$ cat config.mk
export PLATFORM = sky130hd
export DESIGN_NAME = branch_link_unit
export DESIGN_NICKNAME = d
export VERILOG_FILES = /design/src/rtl/blu_pkg.sv /design/src/rtl/blu_offset_gen.sv /design/src/rtl/blu_seq_adder.sv /design/src/rtl/branch_link_unit.sv
export SDC_FILE = /design/constraint.sdc
export NUM_CORES = 1
export LEC_CHECK = 0
export BUFFER_PORTS_ARGS = -buffer_cell sky130_fd_sc_hd__buf_4
export CORE_MARGIN = 4
export CORE_UTILIZATION = 52
export CTS_CLUSTER_SIZE = 10
export DETAILED_ROUTE_END_ITERATION = 12
export HOLD_SLACK_MARGIN = 0.03
export PLACE_DENSITY_LB_ADDON = 0.08
export RECOVER_POWER = 50
export SETUP_SLACK_MARGIN = 0.02
export SYNTH_ARGS = -nofsm -noshare
export SYNTH_HDL_FRONTEND = slang
export SYNTH_SLANG_ARGS = --single-unit
$ cat constraint.sdc
create_clock -name clk -period 6.71 [get_ports clk]
set_input_delay 0.671 -clock clk [delete_from_list [all_inputs] [get_ports clk]]
set_output_delay 0.671 -clock clk [all_outputs]
set_load 0.03 [all_outputs]
$ cat src/rtl/blu_pkg.sv
package blu_pkg;
  localparam int unsigned PC_W       = 32;
  localparam int unsigned COND_W     = 4;
  localparam int unsigned SHORT_IMMW = 8;
  localparam int unsigned LONG_IMMW  = 24;
  localparam logic [COND_W-1:0] COND_LINK   = 4'b1111;
  localparam logic [COND_W-1:0] COND_ALWAYS = 4'b0000;
  localparam int unsigned STEP_SHORT = 2;
  localparam int unsigned STEP_LONG  = 4;
endpackage

$ cat src/rtl/blu_offset_gen.sv
module blu_offset_gen #(
  parameter int unsigned SHORT_W = 8,
  parameter int unsigned LONG_W  = 24,
  parameter int unsigned ADDR_W  = 32
) (
  input  logic              is_short,
  input  logic [LONG_W-1:0] imm_raw,
  output logic [ADDR_W-1:0] offset,
  output logic              imm_zero
);
  localparam int unsigned SPAD = ADDR_W - SHORT_W;
  localparam int unsigned LPAD = ADDR_W - LONG_W;

  logic [ADDR_W-1:0] ext_short;
  logic [ADDR_W-1:0] ext_long;

  assign ext_short = {{SPAD{imm_raw[SHORT_W-1]}}, imm_raw[SHORT_W-1:0]};
  assign ext_long  = {{LPAD{imm_raw[LONG_W-1]}},  imm_raw};

  always_comb begin
    if (is_short) begin
      offset   = {ext_short[ADDR_W-2:0], 1'b0};
      imm_zero = (imm_raw[SHORT_W-1:0] == '0);
    end else begin
      offset   = {ext_long[ADDR_W-2:0], 1'b0};
      imm_zero = (imm_raw == '0);
    end
  end
endmodule

$ cat src/rtl/blu_seq_adder.sv
module blu_seq_adder #(
  parameter int unsigned ADDR_W     = 32,
  parameter int unsigned STEP_SMALL = 2,
  parameter int unsigned STEP_LARGE = 4
) (
  input  logic [ADDR_W-1:0] pc,
  input  logic              is_short,
  output logic [ADDR_W-1:0] seq_pc
);
  localparam logic [ADDR_W-1:0] INC_S = ADDR_W'(STEP_SMALL);
  localparam logic [ADDR_W-1:0] INC_L = ADDR_W'(STEP_LARGE);
  assign seq_pc = pc + (is_short ? INC_S : INC_L);
endmodule

$ cat src/rtl/branch_link_unit.sv
module branch_link_unit
  import blu_pkg::*;
#(
  parameter logic [31:0] RESET_PC = 32'h0
) (
  input  logic        clk,
  input  logic        rst,
  input  logic        inst_valid,
  input  logic        is_short,
  input  logic [3:0]  cond,
  input  logic [23:0] imm_raw,
  input  logic        cond_pass,
  input  logic [31:0] pc,
  output logic [31:0] next_pc,
  output logic        link_we,
  output logic [31:0] link_data,
  output logic        self_branch_err
);
  logic [PC_W-1:0] offset;
  logic            imm_zero;
  logic [PC_W-1:0] seq_pc;
  logic [PC_W-1:0] tgt_pc;
  logic            is_link;
  logic            is_self;

  blu_offset_gen #(.SHORT_W(SHORT_IMMW), .LONG_W(LONG_IMMW), .ADDR_W(PC_W)) u_off (
    .is_short(is_short), .imm_raw(imm_raw), .offset(offset), .imm_zero(imm_zero)
  );

  blu_seq_adder #(.ADDR_W(PC_W), .STEP_SMALL(STEP_SHORT), .STEP_LARGE(STEP_LONG)) u_seq (
    .pc(pc), .is_short(is_short), .seq_pc(seq_pc)
  );

  assign tgt_pc  = pc + offset;
  assign is_link = (cond == COND_LINK);
  assign is_self = (cond == COND_ALWAYS) && imm_zero;

  always_ff @(posedge clk) begin
    if (rst) begin
      next_pc         <= RESET_PC;
      link_we         <= 1'b0;
      link_data       <= '0;
      self_branch_err <= 1'b0;
    end else begin
      link_we <= inst_valid && is_link;
      if (inst_valid) begin
        next_pc <= cond_pass ? tgt_pc : seq_pc;
        if (is_link) link_data <= seq_pc;
        if (is_self) self_branch_err <= 1'b1;
      end
    end
  end

  p_hold_pc_r9: assert property (@(posedge clk) disable iff (rst)
    !inst_valid |=> $stable(next_pc) && $stable(link_data) && !link_we);
  p_err_sticky_r8: assert property (@(posedge clk) disable iff (rst)
    self_branch_err |=> self_branch_err);
  p_no_link_r7: assert property (@(posedge clk) disable iff (rst)
    (inst_valid && cond != 4'b1111) |=> !link_we && $stable(link_data));
  p_link_addr_r6: assert property (@(posedge clk) disable iff (rst)
    (inst_valid && cond == 4'b1111 && is_short) |=> link_we && link_data == $past(pc) + 32'd2);
  p_notaken_r4: assert property (@(posedge clk) disable iff (rst)
    (inst_valid && !cond_pass && !is_short) |=> next_pc == $past(pc) + 32'd4);
endmodule

Word-level counts from Yosys, hierarchy flattened. Cells that the tools add are included.

Word-level logic and storage cells: 18. Input port bits: 65. Flip-flop bits (word level): 66.

Equality and inequality tests: 1. Add/subtract/negate cells: 2. Reduce and logical (&&, ||, !) cells: 7. Mux-type cells: 4.

Operators by type and width (number): adder 32 bit (2); 2-to-1 mux 32 bit (2); logical NOT 24 bit (1); logical NOT 8 bit (1); equality test 4 bit, second input constant (1); logical NOT 4 bit (1); AND reduction 2 bit (2); 2-to-1 mux 3 bit (1); logical AND 1 bit (2); 2-to-1 mux 1 bit (1).

Logic depth before layout (Yosys ltp).
Depth in word-level cells: 4. Depth in mapped cells: 14.

Modules after synthesis. Synthesis repeated with hierarchy kept, for this count alone.

Cell total of the unflattened synthesis: 741. Area total of the unflattened synthesis: 5469.0 µm².

By module, submodules not included: branch_link_unit (area an instance 4389.2 µm², times used 1, cells an instance 589); blu_seq_adder (area an instance 678.2 µm², times used 1, cells an instance 91); blu_offset_gen (area an instance 401.6 µm², times used 1, cells an instance 61).

Least setup slack after synthesis. Ideal clock, no wire load.

Path type: input -> register. From: input is_short. To: register next_pc[30]. Buffers on the path: 2. Library setup time: 0.095 ns. Data arrival time: 3.419 ns. Stages on the path: 11. Path slack: 3.196 ns. Cells stage by stage: clkbuf_1 -> o21ai_0 -> ha_1 -> clkbuf_1 -> and3_1 -> a221o_1 -> a21o_1 -> a41o_1 -> a221oi_2 -> xor2_1 -> a221oi_1.

Longest elaborated chain between the ends: 3. Elaborated cells between the ends (all ways): 5. Those cells by class: add/sub: 2; mux: 3.

Ends and longest elaborated chain: from (decl) (line branch_link_unit.sv:9) `input logic is_short,`; 2-to-1 mux 3 bit or 2-to-1 mux 32 bit (tied branches) (line blu_seq_adder.sv:12, blu_offset_gen.sv:21); adder 32 bit (on tied branches) (line blu_seq_adder.sv:12, branch_link_unit.sv:34); 2-to-1 mux 32 bit * (line branch_link_unit.sv:47) `next_pc <= cond_pass ? tgt_pc : seq_pc;`; to (signal assigned) (line branch_link_unit.sv:47); to (decl) (line branch_link_unit.sv:14) `output logic [31:0] next_pc,`.

Every way passes the cells marked *; elsewhere a longest branch is shown, timed or not. A chain may end at the register's enable or synchronous reset.

Worst setup path after layout. Same ends and word-level chain as after synthesis.

==> flow_metrics.tcl <==
set metrics [dict create \
    outcome "finished, violations left" \
    violations "max-capacitance violations, max-slew violations" \
    worstHoldStart "next_pc[19]" \
    die_x_um 103 \
    grt_usage 0.267 \
    setup_viol 0 \
    rows 34 \
    rr_endpoint "next_pc[14]" \
    period_share 0.548 \
    p_per_area_mw_per_mm2 209 \
    slew_violations 45 \
    grt_pass1_wl_um 22100 \
    post-cts-setup-buffer-count 0 \
    clkSinkCount 66 \
    finalWirelength_um 14700 \
    fillCellCount 823 \
    multi_input_area_sq_mm 0.00319 \
    hold_viol 0 \
    grt_max_degree 61 \
    synth_compound_area_frac 0.268 \
    hpwlAfterDp_um 11600 \
    routed-via-count 4913 \
    r2r_setup_slack_ns 5.84 \
    drc 0 \
    cap_violations 1 \
    synth_top_family_by_area "compound AO/OA/AOI/OAI gates" \
    cp_num_cells 10 \
    initial_core_util 0.538 \
    ctsResizeCount 0 \
    die_y_um 103 \
    path_class "in2reg" \
    synth_edf_count 0 \
    numCtsBuffers 9 \
    cts_max_level 3 \
    num_antenna_cells 0 \
    io_pins 131 \
    yosys.area_share.adder 0.0930 \
    placed_cell_area_sq_mm 0.00574 \
    synth-simple-area-share 0.192 \
    ys.flop_type "dfxtp_1" \
    synthTopCellsByArea "dfxtp_1 (28%), ha_1 (8.5%), nor2_1 (6.7%), a211oi_1 (5.9%), xor2_1 (5.4%)" \
    fmax_ghz 0.272 \
    grt_setup_unrepaired "no" \
    muxShareOfSynthArea 0.0190 \
    finalInstanceArea_sq_mm 0.00572 \
    cts-root-buf "clkbuf_8" \
    syn_area_per_cell_sq_um 7.71 \
    yosysSeqAreaShare 0.279 \
    r2r_cells 2 \
    holdBufCountCts 0 \
    detail-route-antenna-nets 0 \
    yosysUniqueCellTypes 57 \
    final-seq-area_sq_mm 0.00132 \
    via_per_inst 5.86 \
    core_sq_mm 0.00881 \
    crit_path_start_kind "primary input" \
    ys_ff_latch 66 \
    io_buffers 130 \
    yosys.area.top_type "dfxtp_1" \
    dieArea_sq_mm 0.0107 \
    skew_ns 0 \
    gp_congestion 0.960 \
    hold_depth 2 \
    grt_overflow 0 \
    cp_cell_sequence "buf_4, o21ai_0, ha_1, and3_1, a221o_1, a21o_1, a41o_1, a221oi_2, xor2_1, a221oi_1" \
    clk_latency_ns 0.34 \
    worstPathArrival_ns 3.93 \
    setup_tns_ns 0 \
    clockBufferDepth 2 \
    fin_nets 824 \
    crit_path_end_kind "flop" \
    antenna_found_initial 0 \
    synth.top_cell.area_share 0.279 \
    syn_inst 614 \
    hold_class "reg2reg" \
    vdd_ir_drop_max_mv 0.0895 \
    cts_tree "yes" \
    grt_pass1_vias 4259 \
    drive_gt1_frac 0.129 \
    syn-num-nets 713 \
    cts.clk_slew.worst_paths_ns 0.08 \
    worst-path-buf-inv 1 \
    cp_data_required_time_ns 6.96 \
    cp_top_family "compound AO/OA/AOI/OAI gates" \
    whs_ns 0.483 \
    whs_endpoint "next_pc[19]" \
    drt_iter0_drc 371 \
    yosysWarnings 0 \
    synth_area_sq_mm 0.00473 \
    slowest_delay_ns 0.99 \
    critPathSlowestCell "o21ai_0" \
    area_growth_pct 20.9 \
    synth_xor_area_frac 0.0999 \
    critPathLaunch "is_short" \
    p_leak_uw 0.00237 \
    place_ws_ns 2.75 \
    wl_per_cell_um 17.6 \
    path_max_fanout 20 \
    slew_headroom -0.355 \
    async_flop_share 0 \
    fin_ws_ns 3.03 \
    r2r_start "next_pc[14]" \
    drtPass1Iterations 5 \
    tightest_slew_ns 2.03 \
    min_period_ns 3.68 \
]
## cell usage after synthesis, types with 3 or more instances
cell,n
o211a_1,3
o21a_1,3
o21ai_0,44
xor2_1,29
and4_1,4
a21o_1,15
a21oi_1,48
o21bai_1,4
nand3_1,16
and2_1,4
inv_1,31
mux2i_1,9
nor2b_1,3
a211oi_1,37
nand2_1,41
nor4_1,5
nor3_1,18
and3_1,8
xnor2_1,25
o2bb2ai_1,3
nand4_1,6
ha_1,32
dfxtp_1,66
clkbuf_1,30
nand2b_1,3
o211ai_1,3
a221oi_1,3
nor2_1,84
## through the flow
stage          std cells   util  total power (uW)
6_report             838  0.650              1200
5_1_grt              838  0.650              1250
4_1_cts              838  0.677              1210
3_5_place_dp         822  0.652               841
3_3_place_gp         822  0.652               837
2_1_floorplan        614      -               698
## state kept, by name (all words and copies together), names as in the netlist
| register | count |
|---|---|
| link_we | 1 |
| self_branch_err | 1 |
| link_data | 32 |
| next_pc | 32 |
## routing by layer
metal | share of wire | vias up | track usage
met4 | 0.0077 | 0 | 0.0568
met3 | 0.083 | 9 | 0.0503
met1 | 0.51 | 2263 | 0.418
met2 | 0.40 | 215 | 0.375
li1 | - | 2426 | -
met5 | 0 | - | 0
## worst max path at each step
| stage | endpoint |
|---|---|
| 3_5_place_dp | next_pc[30] |
| 4_1_cts | next_pc[30] |
| 5_1_grt | next_pc[31] |
| 2_1_floorplan | next_pc[30] |
| 6_report | next_pc[30] |
| 3_3_place_gp | next_pc[30] |
## cells in the final DEF (no fill, tap or decap), types with 15 or more instances in the layout
cell      instances
nor2_1           83
buf_4            67
dfxtp_1          66
clkbuf_1         65
a21oi_1          48
o21ai_0          44
nand2_1          41
a211oi_1         37
ha_1             32
inv_1            31
xor2_1           29
xnor2_1          25
nor3_1           18
nand3_1          16
a21o_1           15
## power by group
| group | internal (uW) | switching (uW) | total (uW) |
|---|---|---|---|
| clock | 210 | 161 | 371 |
| combinational | 147 | 252 | 399 |
| sequential | 413 | 12.8 | 426 |
## logic make-up after synthesis
family	Yosys count
mux	9
flops	66
fa+ha+maj	34
simple gates	199
compound gates	190
buf+inv	62
xor+xnor	54
## worst register-to-register path, delay by kind of cell (launching register included)
family	cells	cell delay [ns]
compound gates	1	0.30
simple gates	1	0.13
flops	1	0.33
## cell type report
cell class | count | area share
multi-input cells | 486 | 0.557
flip-flops and latches | 66 | 0.231
repair buffers | 131 | 0.130
well taps | 108 | 0.0236
clock buffers | 10 | 0.0223
inverters | 31 | 0.0203
clock inverters | 6 | 0.0160
No activity file was read; power rests on OpenSTA's default activity.
